==> config.mk <==
export PLATFORM = sky130hd
export DESIGN_NAME = sao_formatter
export DESIGN_NICKNAME = d
export VERILOG_FILES = /design/src/rtl/sao_pkg.sv /design/src/rtl/sao_bitclk.sv /design/src/rtl/sao_chan_buf.sv /design/src/rtl/sao_serializer.sv /design/src/rtl/sao_formatter.sv
export SDC_FILE = /design/constraint.sdc
export NUM_CORES = 1
export LEC_CHECK = 0
export ABC_AREA = 1
export BUFFER_PORTS_ARGS = -buffer_cell sky130_fd_sc_hd__buf_4
export CAP_MARGIN = 20
export CORE_UTILIZATION = 66
export DETAILED_ROUTE_END_ITERATION = 7
export GPL_TIMING_DRIVEN = 0
export PLACE_DENSITY_LB_ADDON = 0.08
export SLEW_MARGIN = 15
export SYNTH_ARGS = -nofsm -noshare
export SYNTH_HDL_FRONTEND = slang
export SYNTH_HIERARCHICAL = 1
export SYNTH_SLANG_ARGS = --single-unit
==> constraint.sdc <==
create_clock -name clk -period 9.34 [get_ports clk]
set_input_delay 1.401 -clock clk [delete_from_list [all_inputs] [get_ports clk]]
set_output_delay 1.401 -clock clk [all_outputs]
set_load 0.02 [all_outputs]
==> src/rtl/sao_pkg.sv <==
package sao_pkg;
  localparam int SUB_W     = 32;
  localparam int SAMPLE_W  = 24;
  localparam int HALF_BITS = 32;
  localparam int NCH       = 2;

  typedef enum logic [1:0] {
    ALIGN_RIGHT = 2'd0,
    ALIGN_LEFT  = 2'd1,
    ALIGN_I2S   = 2'd2
  } align_e;

  typedef struct packed {
    align_e     align;
    logic [4:0] wlen;
  } fmt_t;

  function automatic fmt_t decode_fmt(input logic [2:0] code);
    fmt_t f;
    case (code)
      3'd0:       f = '{align: ALIGN_RIGHT, wlen: 5'd16};
      3'd1:       f = '{align: ALIGN_RIGHT, wlen: 5'd18};
      3'd2:       f = '{align: ALIGN_RIGHT, wlen: 5'd20};
      3'd3:       f = '{align: ALIGN_RIGHT, wlen: 5'd24};
      3'd5, 3'd7: f = '{align: ALIGN_I2S,   wlen: 5'd24};
      default:    f = '{align: ALIGN_LEFT,  wlen: 5'd24};
    endcase
    return f;
  endfunction

  // audio above auxiliary nibble; preamble and status bits are discarded
  function automatic logic [SAMPLE_W-1:0] take_sample(input logic [SUB_W-1:0] w);
    return {w[27:8], w[7:4]};
  endfunction
endpackage

==> src/rtl/sao_bitclk.sv <==
module sao_bitclk #(
  parameter int HALF_DIV = 2
) (
  input  logic       clk,
  input  logic       rst_n,
  output logic       bick,
  output logic       tick,
  output logic [5:0] bit_cnt,
  output logic [5:0] bit_nxt
);
  localparam int DIV_N = 2 * HALF_DIV;
  localparam int DIV_W = (DIV_N > 1) ? $clog2(DIV_N) : 1;
  localparam logic [DIV_W-1:0] LAST = DIV_W'(DIV_N - 1);
  localparam logic [DIV_W-1:0] MID  = DIV_W'(HALF_DIV - 1);

  logic [DIV_W-1:0] div_cnt;

  assign tick    = (div_cnt == LAST);
  assign bit_nxt = bit_cnt + 6'd1;

  always_ff @(posedge clk) begin
    if (!rst_n) begin
      div_cnt <= LAST;
      bick    <= 1'b1;
      bit_cnt <= 6'd63;
    end else begin
      div_cnt <= tick ? '0 : div_cnt + 1'b1;
      if (tick) begin
        bick    <= 1'b0;
        bit_cnt <= bit_nxt;
      end else if (div_cnt == MID) begin
        bick <= 1'b1;
      end
    end
  end

  p_fall_on_tick_r2: assert property (@(posedge clk) disable iff (!rst_n)
    tick |=> !bick);
  p_bick_steady_r2: assert property (@(posedge clk) disable iff (!rst_n)
    (!tick && div_cnt != MID) |=> $stable(bick));
endmodule

==> src/rtl/sao_chan_buf.sv <==
module sao_chan_buf
  import sao_pkg::*;
(
  input  logic                             clk,
  input  logic                             rst_n,
  input  logic                             in_valid,
  input  logic                             in_chan,
  input  logic [SUB_W-1:0]                 in_word,
  input  logic                             in_err,
  input  logic                             unlock,
  input  logic [NCH-1:0]                   consume,
  output logic                             in_ready,
  output logic [NCH-1:0][SAMPLE_W-1:0]     held_nxt
);
  logic [NCH-1:0]               pend_v;
  logic [NCH-1:0]               pend_err;
  logic [NCH-1:0][SAMPLE_W-1:0] pend_s;
  logic [NCH-1:0][SAMPLE_W-1:0] held;

  assign in_ready = !pend_v[in_chan];

  for (genvar c = 0; c < NCH; c++) begin : g_ch
    logic accept;
    logic take_new;

    assign accept   = in_valid && in_ready && (in_chan == 1'(c));
    assign take_new = consume[c] && pend_v[c] && !pend_err[c] && !unlock;
    assign held_nxt[c] = take_new ? pend_s[c] : held[c];

    always_ff @(posedge clk) begin
      if (!rst_n) begin
        pend_v[c]   <= 1'b0;
        pend_err[c] <= 1'b0;
        pend_s[c]   <= '0;
        held[c]     <= '0;
      end else begin
        held[c] <= held_nxt[c];
        if (accept) begin
          pend_v[c]   <= 1'b1;
          pend_err[c] <= in_err;
          pend_s[c]   <= take_sample(in_word);
        end else if (consume[c]) begin
          pend_v[c] <= 1'b0;
        end
      end
    end

    p_err_keeps_held_r7: assert property (@(posedge clk) disable iff (!rst_n)
      (consume[c] && pend_v[c] && pend_err[c]) |=> $stable(held[c]));
    p_unlock_drops_r9: assert property (@(posedge clk) disable iff (!rst_n)
      (consume[c] && unlock) |=> $stable(held[c]));
    p_slot_kept_r6: assert property (@(posedge clk) disable iff (!rst_n)
      (pend_v[c] && !consume[c]) |=> pend_v[c]);
  end
endmodule

==> src/rtl/sao_serializer.sv <==
module sao_serializer
  import sao_pkg::*;
(
  input  logic                clk,
  input  logic                rst_n,
  input  logic                tick,
  input  logic [5:0]          bit_nxt,
  input  logic [2:0]          fmt_sel,
  input  logic                unlock,
  input  logic [SAMPLE_W-1:0] load_word,
  output logic                lrck,
  output logic                sdata
);
  fmt_t                fmt_act;
  fmt_t                fmt_eff;
  logic [SAMPLE_W-1:0] cur;
  logic [SAMPLE_W-1:0] word_eff;
  logic [SAMPLE_W-1:0] shifted;
  logic                half_start;
  logic                left_start;
  logic [5:0]          slot;
  logic [5:0]          first;
  logic [5:0]          pos;
  logic                in_win;
  logic                bit_v;
  logic                lrck_v;

  assign half_start = tick && (bit_nxt[4:0] == 5'd0);
  assign left_start = half_start && !bit_nxt[5];

  always_comb begin
    fmt_eff  = left_start ? decode_fmt(fmt_sel) : fmt_act;
    word_eff = half_start ? load_word : cur;
    slot     = {1'b0, bit_nxt[4:0]};
    case (fmt_eff.align)
      ALIGN_RIGHT: first = 6'(HALF_BITS) - {1'b0, fmt_eff.wlen};
      ALIGN_I2S:   first = 6'd1;
      default:     first = 6'd0;
    endcase
    pos     = slot - first;
    in_win  = (slot >= first) && (pos < {1'b0, fmt_eff.wlen});
    shifted = word_eff << pos[4:0];
    bit_v   = in_win && shifted[SAMPLE_W-1];
    lrck_v  = (fmt_eff.align == ALIGN_I2S) ? bit_nxt[5] : !bit_nxt[5];
  end

  always_ff @(posedge clk) begin
    if (!rst_n) begin
      fmt_act <= decode_fmt(3'd0);
      cur     <= '0;
      lrck    <= 1'b0;
      sdata   <= 1'b0;
    end else if (tick) begin
      fmt_act <= fmt_eff;
      cur     <= word_eff;
      lrck    <= lrck_v;
      sdata   <= bit_v && !unlock;
    end
  end

  p_fmt_at_left_r10: assert property (@(posedge clk) disable iff (!rst_n)
    !left_start |=> $stable(fmt_act));
endmodule

==> src/rtl/sao_formatter.sv <==
module sao_formatter
  import sao_pkg::*;
#(
  parameter int HALF_DIV = 2
) (
  input  logic        clk,
  input  logic        rst_n,
  input  logic [2:0]  fmt_sel,
  input  logic        unlock,
  input  logic        in_valid,
  output logic        in_ready,
  input  logic        in_chan,
  input  logic [31:0] in_word,
  input  logic        in_parity_err,
  input  logic        in_biphase_err,
  input  logic        in_len_err,
  output logic        bick,
  output logic        lrck,
  output logic        sdata
);
  logic                         tick;
  logic [5:0]                   bit_cnt;
  logic [5:0]                   bit_nxt;
  logic [NCH-1:0]               consume;
  logic [NCH-1:0][SAMPLE_W-1:0] held_nxt;
  logic [SAMPLE_W-1:0]          load_word;

  sao_bitclk #(.HALF_DIV(HALF_DIV)) u_clk (
    .clk     (clk),
    .rst_n   (rst_n),
    .bick    (bick),
    .tick    (tick),
    .bit_cnt (bit_cnt),
    .bit_nxt (bit_nxt)
  );

  assign consume[0] = tick && (bit_nxt == 6'd0);
  assign consume[1] = tick && (bit_nxt == 6'd32);
  assign load_word  = bit_nxt[5] ? held_nxt[1] : held_nxt[0];

  sao_chan_buf u_buf (
    .clk      (clk),
    .rst_n    (rst_n),
    .in_valid (in_valid),
    .in_chan  (in_chan),
    .in_word  (in_word),
    .in_err   (in_parity_err || in_biphase_err || in_len_err),
    .unlock   (unlock),
    .consume  (consume),
    .in_ready (in_ready),
    .held_nxt (held_nxt)
  );

  sao_serializer u_ser (
    .clk       (clk),
    .rst_n     (rst_n),
    .tick      (tick),
    .bit_nxt   (bit_nxt),
    .fmt_sel   (fmt_sel),
    .unlock    (unlock),
    .load_word (load_word),
    .lrck      (lrck),
    .sdata     (sdata)
  );

  p_data_on_fall_r2: assert property (@(posedge clk) disable iff (!rst_n)
    !$fell(bick) |-> ($stable(sdata) && $stable(lrck)));
  p_unlock_zero_r9: assert property (@(posedge clk) disable iff (!rst_n)
    ($fell(bick) && $past(unlock)) |-> !sdata);
endmodule

# Word level (Yosys, flattened, before mapping)
# Index checks and enable logic that the tools add are counted.
word_totals:
  register_bits: 142
  inputBits: 43
op_classes:
  n_addsub: 4
  order_cmp: 3
  eq_ne: 9
  shift: 1
  mux: 17
  bitwise_logic: 1
  reduce_logical: 31
op_table:
  columns: ["op", "n"]
  rows:
  - ["2-to-1 mux 24 bit", 4]
  - ["one-hot mux 7 bit (5 select lines)", 1]
  - ["<< shifter 24 x 5 -> 24 bit", 1]
  - ["logical AND 1 bit", 16]
  - ["one-hot mux 6 bit (2 select lines)", 1]
  - ["2-to-1 mux 1 bit", 9]
  - ["2-to-1 mux 7 bit", 1]
  - ["adder 6 x 1 -> 6 bit, second input constant", 1]
  - ["== test 3 x 2 -> 1 bit, second input constant", 2]
  - ["== test 3 bit, second input constant", 2]
  - ["== test 6 bit, second input constant", 1]
  - [">= comparator 5 x 6 -> 1 bit", 1]
  - ["logical NOT 6 bit", 1]
  - ["less-than comparator 6 x 5 -> 1 bit", 1]
  - ["nonzero test 2 bit", 3]
  - ["subtractor 5 x 6 -> 6 bit", 1]
  - ["subtractor 6 x 5 -> 6 bit, first input constant", 1]
  - ["logical NOT 1 bit", 5]
  - ["logical NOT 5 bit", 1]
  - ["== test 2 bit, second input constant", 2]
  - ["== test 3 x 1 -> 1 bit, second input constant", 1]
  - ["logical NOT 3 bit", 1]
  - ["adder 2 x 1 -> 2 bit, second input constant", 1]
  - ["== test 2 x 1 -> 1 bit, second input constant", 1]
  - ["other kinds (6)", 7]

# Logic depth before layout (Yosys ltp)
logic_depth:
  ltp_word: 12
  ltp_mapped: 30
  mapped_depth_nobuf: 30

# Hierarchy
# The synthesis kept the hierarchy.
by_module_without_submodules:
  columns: ["module", "n_inst", "cells_each", "area_each_um2", "seq_area_each_um2"]
  rows:
  - ["sao_chan_buf", 1, 691, 4456.8, 2001.9]
  - ["sao_serializer", 1, 335, 2073.2, 660.6]
  - ["sao_bitclk", 1, 51, 410.4, 180.2]
  - ["sao_formatter", 1, 89, 382.9, 0.0]

# Worst setup path after synthesis
# Ideal clock, no wire load.
synth_path:
  kind: "input to register"
  startpoint: "input port fmt_sel[2]"
  endpoint: "register u_ser.sdata"
  setup_time_ns: 0.067
  arrival_ns: 3.786
  setup_slack_ns: 5.487
  stages: 21
  path_buffers: 0
  path_cell_list: "nor3_1 -> nand3_1 -> nand2_1 -> inv_1 -> ha_1 -> nand2_1 -> fa_1 -> nand2_1 -> inv_1 -> nor2_1 -> nor2_1 -> nor2_1 -> xor2_1 -> ha_1 -> nor2_1 -> nand2_1 -> a21oi_1 -> nand3_1 -> a21oi_1 -> nand2_1 -> a21oi_2"
synth_via:
  elab_chain_len: 11
  elab_cells_between_ends: 20
  classes_between: "add/sub: 2; order compare: 2; eq/ne: 6; shift: 1; mux: 3; reduce/logical: 6"
synth_lines:
  columns: ["element", "line", "rtl"]
  rows:
  - ["start: declaration", "sao_formatter.sv:8", "input logic [2:0] fmt_sel,"]
  - ["== test 3 bit", "sao_pkg.sv:20", "case (code)"]
  - ["OR reduction 2 bit", "sao_pkg.sv:20", null]
  - ["one-hot mux 7 bit (5 select lines) (*)", "sao_pkg.sv:20", null]
  - ["2-to-1 mux 7 bit (*)", "sao_serializer.sv:32", "fmt_eff = left_start ? decode_fmt(fmt_sel) : fmt_act;"]
  - ["subtractor 6 x 5 -> 6 bit (tied with other cells)", "sao_serializer.sv:36", "ALIGN_RIGHT: first = 6'(HALF_BITS) - {1'b0, fmt_eff.wlen};"]
  - ["one-hot mux 6 bit (2 select lines)", "sao_serializer.sv:35", "case (fmt_eff.align)"]
  - ["subtractor 5 x 6 -> 6 bit", "sao_serializer.sv:40", "pos = slot - first;"]
  - ["less-than comparator 6 x 5 -> 1 bit", "sao_serializer.sv:41", "in_win = (slot >= first) && (pos < {1'b0, fmt_eff.wlen});"]
  - ["logical AND 1 bit", "sao_serializer.sv:41", null]
  - ["logical AND 1 bit (*)", "sao_serializer.sv:43", "bit_v = in_win && shifted[SAMPLE_W-1];"]
  - ["logical AND 1 bit (*)", "sao_serializer.sv:57", "sdata <= bit_v && !unlock;"]
  - ["end signal: assignment", "sao_serializer.sv:57", null]
  - ["end: declaration", "sao_serializer.sv:12", "output logic sdata"]
# Mark *: on every way between the ends. The rest lies on a longest branch, timed or not.
# A chain may end at the register's enable or synchronous reset.

# Final worst setup path
layout_path:
  startpoint: "register u_clk.bit_cnt[0]"
  endpoint: "register u_ser.sdata"
layout_via:
  elab_chain_len: 12
  elab_cells_between_ends: 31
  classes_between: "add/sub: 3; order compare: 2; eq/ne: 2; shift: 1; mux: 6; reduce/logical: 17"
layout_lines:
  columns: ["element", "line", "rtl"]
  rows:
  - ["start: declaration", "sao_bitclk.sv:8", "output logic [5:0] bit_cnt,"]
  - ["start signal: assignment", "sao_bitclk.sv:30", "bit_cnt <= bit_nxt;"]
  - ["adder 6 x 1 -> 6 bit (*)", "sao_bitclk.sv:19", "assign bit_nxt = bit_cnt + 6'd1;"]
  - ["net bit_nxt[4]", "sao_formatter.sv:23", "logic [5:0] bit_nxt;"]
  - ["logical NOT 5 bit (tied with other cells)", "sao_serializer.sv:28", "assign half_start = tick && (bit_nxt[4:0] == 5'd0);"]
  - ["logical AND 1 bit, on equally long branches", "sao_serializer.sv:28, sao_formatter.sv:37, sao_formatter.sv:38", null]
  - ["logical AND 1 bit, on equally long branches", "sao_serializer.sv:29, sao_chan_buf.sv:27", null]
  - ["2-to-1 mux 7 bit or logical AND 1 bit (tied branches)", "sao_serializer.sv:32, sao_chan_buf.sv:27", null]
  - ["subtractor 6 x 5 -> 6 bit (tied with other cells)", "sao_serializer.sv:36", null]
  - ["one-hot mux 6 bit (2 select lines) or 2-to-1 mux 24 bit (tied branches)", "sao_serializer.sv:35, sao_chan_buf.sv:28", null]
  - ["subtractor 5 x 6 -> 6 bit or 2-to-1 mux 24 bit (tied branches)", "sao_serializer.sv:40, sao_formatter.sv:39", null]
  - ["less-than comparator 6 x 5 -> 1 bit or 2-to-1 mux 24 bit (tied branches)", "sao_serializer.sv:41, sao_serializer.sv:33", null]
  - ["logical AND 1 bit or << shifter 24 x 5 -> 24 bit (tied branches)", "sao_serializer.sv:41, sao_serializer.sv:42", null]
  - ["logical AND 1 bit (*)", "sao_serializer.sv:43", null]
  - ["logical AND 1 bit (*)", "sao_serializer.sv:57", null]
# Mark *: on every way through the listed nets, which the timed path passes. The rest lies on a longest branch.

==> results.json <==
{
  "outcome": "complete, no violations",
  "grt_max_degree": 17,
  "final_util_pct": 77.0,
  "rsz0062_at_grt": "no",
  "comb_power_share_pct": 23.0,
  "clock_power_share_pct": 38.2,
  "start_kind": "flop",
  "ir_worst_vdd_mv": 0.125,
  "cts_setup_buffers": 0,
  "nFillCells": 883,
  "core_region_area_um2": 10800,
  "die_y_um": 107,
  "place_area_um2": 7780,
  "htreeDepth": 4,
  "seqCellArea_um2": 2840,
  "grt_pass1_vias": 6145,
  "finalClockSkew_ns": 0.00496,
  "r2r_start": "u_clk/bit_cnt[0]",
  "worst_ep_required_time_ns": 9.80,
  "maxCapViolations": 0,
  "drive_above_1_share_pct": 9.88,
  "die_area_um2": 11500,
  "wire_per_inst_um": 12.4,
  "endpoint": "u_ser/sdata",
  "yosys_warnings": 6,
  "cts_num_sinks": 142,
  "syn_inst": 1166,
  "synth-seq-cells": 142,
  "num_rows": 38,
  "max_slew_margin_pct": 59.0,
  "cts_tree": "done",
  "start_util_pct": 67.6,
  "reg2reg_to": "u_ser/sdata",
  "drv_slew": 0,
  "holdWs_ns": 0.472,
  "vias": 6717,
  "fin_ws_ns": 5.13,
  "syn_avg_cell_area_um2": 6.28,
  "synthTopCellsByArea": "dfxtp_1, nand2_1, inv_1",
  "worstHoldPathType": "flop to flop",
  "final_cell_mix": "nand2_1, inv_1, nor2_1",
  "drt_iter0_drc": 482,
  "p_sw_share_pct": 30.9,
  "clkSlewWorstSetupHoldPaths_ns": 0.06,
  "switching_power_w": 0.000521,
  "totalWireLength_um": 17000,
  "cts-root-buf": "clkbuf_8",
  "powerDensity_nw_per_um2": 203,
  "post-route-min-period_ns": 4.21,
  "grt_pass1_wl_um": 28300,
  "synth.distinct_cells": 34,
  "yosysSeqAreaShare_pct": 38.8,
  "cts_buffer_depth": 2,
  "via_per_inst": 4.89,
  "fin_area_um2": 8340,
  "hpwl_um": 12500,
  "synth_top_area_share_pct": 38.8,
  "cts_resized": 0,
  "die_w_um": 107,
  "p_seq_share_pct": 38.8,
  "cts_buffers": 17,
  "max_freq_mhz": 238,
  "insertion_delay_ns": 0.53,
  "crit_fanout": 6,
  "cts_hold_buffers": 0,
  "antennaDiodeCount": 0,
  "total_leakage_power_nw": 4.43,
  "fin_nets": 1279,
  "netlist_area_um2": 7320,
  "track_usage_pct": 31.5,
  "p_int_w": 0.00117,
  "place.gp.congestion": 0.859,
  "tns_ns": 0,
  "preCtsSetupSlack_ns": 5.09,
  "final_common_cell": "nand2_1",
  "cp-startpoint": "u_clk/bit_cnt[0]",
  "r2r_cells": 26,
  "crit_arrival_ns": 4.67,
  "antenna_found_initial": 0,
  "portBuffers": 37,
  "final_antenna_net_count": 0,
  "hold_violations": 0,
  "tightest_slew_ns": 0.614,
  "cp-end-kind": "flop",
  "multi_input_area_um2": 3300,
  "syn_to_final_growth_pct": 13.9,
  "synth_nets": 1223,
  "synth_top_area_cell": "dfxtp_1",
  "final-setup-viol-count": 0,
  "min_period_over_period_pct": 45.1,
  "ff2ff_setup_slack_ns": 5.13,
  "drc": 0,
  "overflow": 0,
  "worstSetupPathType": "flop to flop",
  "num_io_pins": 47,
  "drtPass1Iterations": 5
}
stage by stage:
stage / power (W) / instances
final: 0.00169 / 1375
after global routing: 0.00178 / 1375
after CTS: 0.00169 / 1375
after detailed placement: 0.00105 / 1343
after global placement: 0.00104 / 1343
after floorplan: 0.000955 / 1166
cells by family (layout without fill, tap and decap cells):
logic type,after synthesis,in the layout,share of synthesized area [%]
simple gates,649,649,37.2
fa+ha+maj,14,14,2.49
buf+inv,291,360,16.1
compound gates,66,66,4.85
xor+xnor,4,4,0.478
flops,142,142,38.8
worst max-delay path, stage by stage, from the launching register on:
cell and delay [ns]:
dfxtp_1 0.41, ha_1 0.22, nand3_1 0.10, xor2_1 0.44, nor2_1 0.13, nand3_2 0.15
nor2_2 0.07, o21ai_0 0.28, nand2_1 0.14, o21ai_0 0.14, ha_1 0.20, inv_1 0.07
fa_1 0.38, nand2_1 0.08, inv_1 0.04, nor2_1 0.08, nor2_1 0.04, nor2_1 0.14
xor2_1 0.12, ha_1 0.19, nor2_1 0.10, nand2_1 0.06, a21oi_1 0.13, nand3_1 0.09
a21oi_1 0.12, nand2_1 0.09, a21oi_2 0.11
metal layers:
metal	wire [µm]	up-vias	share of wire, %	global-route usage (%)
met5	0	-	0	0
met4	258	0	1.5	10.1
met3	860	23	5.1	5.57
met2	7960	191	47	53.4
met1	7940	2932	47	40.6
li1	-	3571	-	-
area by class of cell:
class	instances	share of cell area, %
clock buffers	21	5.38
multi-input cells	733	39.5
inverters	241	10.8
well taps	140	2.10
plain buffers	50	3.33
flip-flops and latches	142	34.1
clock inverters	11	1.39
repair buffers	37	3.33
worst min-delay path by stage:
stage / from / cells after the start / endpoint
6_report: u_ser/cur[7] / 2 / u_ser/cur[7]
5_1_grt: u_buf/pend_s[2] / 2 / u_buf/pend_s[2]
4_1_cts: u_ser/cur[7] / 2 / u_ser/cur[7]
3_5_place_dp: u_ser/cur[7] / 2 / u_ser/cur[7]
3_3_place_gp: u_ser/cur[3] / 2 / u_ser/cur[3]
2_1_floorplan: u_clk/div_cnt[0] / 1 / u_clk/div_cnt[0]
cells in the mapped netlist (all sizes together):
cell,number
nand2,322
clkbuf,13
nand3,94
and2,1
o221ai,1
a21oi,17
xor2,4
ha,13
clkinv,1
o21bai,2
buf,37
o21ai,44
nor3,3
inv,240
dfxtp,142
or2,2
o211ai,2
fa,1
nand4,3
nand3b,26
nor2,198
state kept, by name (all words and copies together), names as in the netlist:
name / flops
u_buf/held: 48
u_buf/pend_s: 48
u_ser/cur: 24
u_ser/fmt_act: 7
u_clk/bit_cnt: 6
u_buf/pend_err: 2
u_buf/pend_v: 2
u_clk/div_cnt: 2
u_clk/bick: 1
u_ser/lrck: 1
u_ser/sdata: 1
power by group through the flow:
stage | registers, W | logic, W | clock network (W)
after floorplan | 0.000667 | 0.000289 | 0
after global placement | 0.000666 | 0.000374 | 0
after detailed placement | 0.000668 | 0.000381 | 0
after CTS | 0.000656 | 0.000386 | 0.000650
after global routing | 0.000659 | 0.000442 | 0.000678
final | 0.000656 | 0.000389 | 0.000645
No activity file was read; power rests on OpenSTA's default activity.
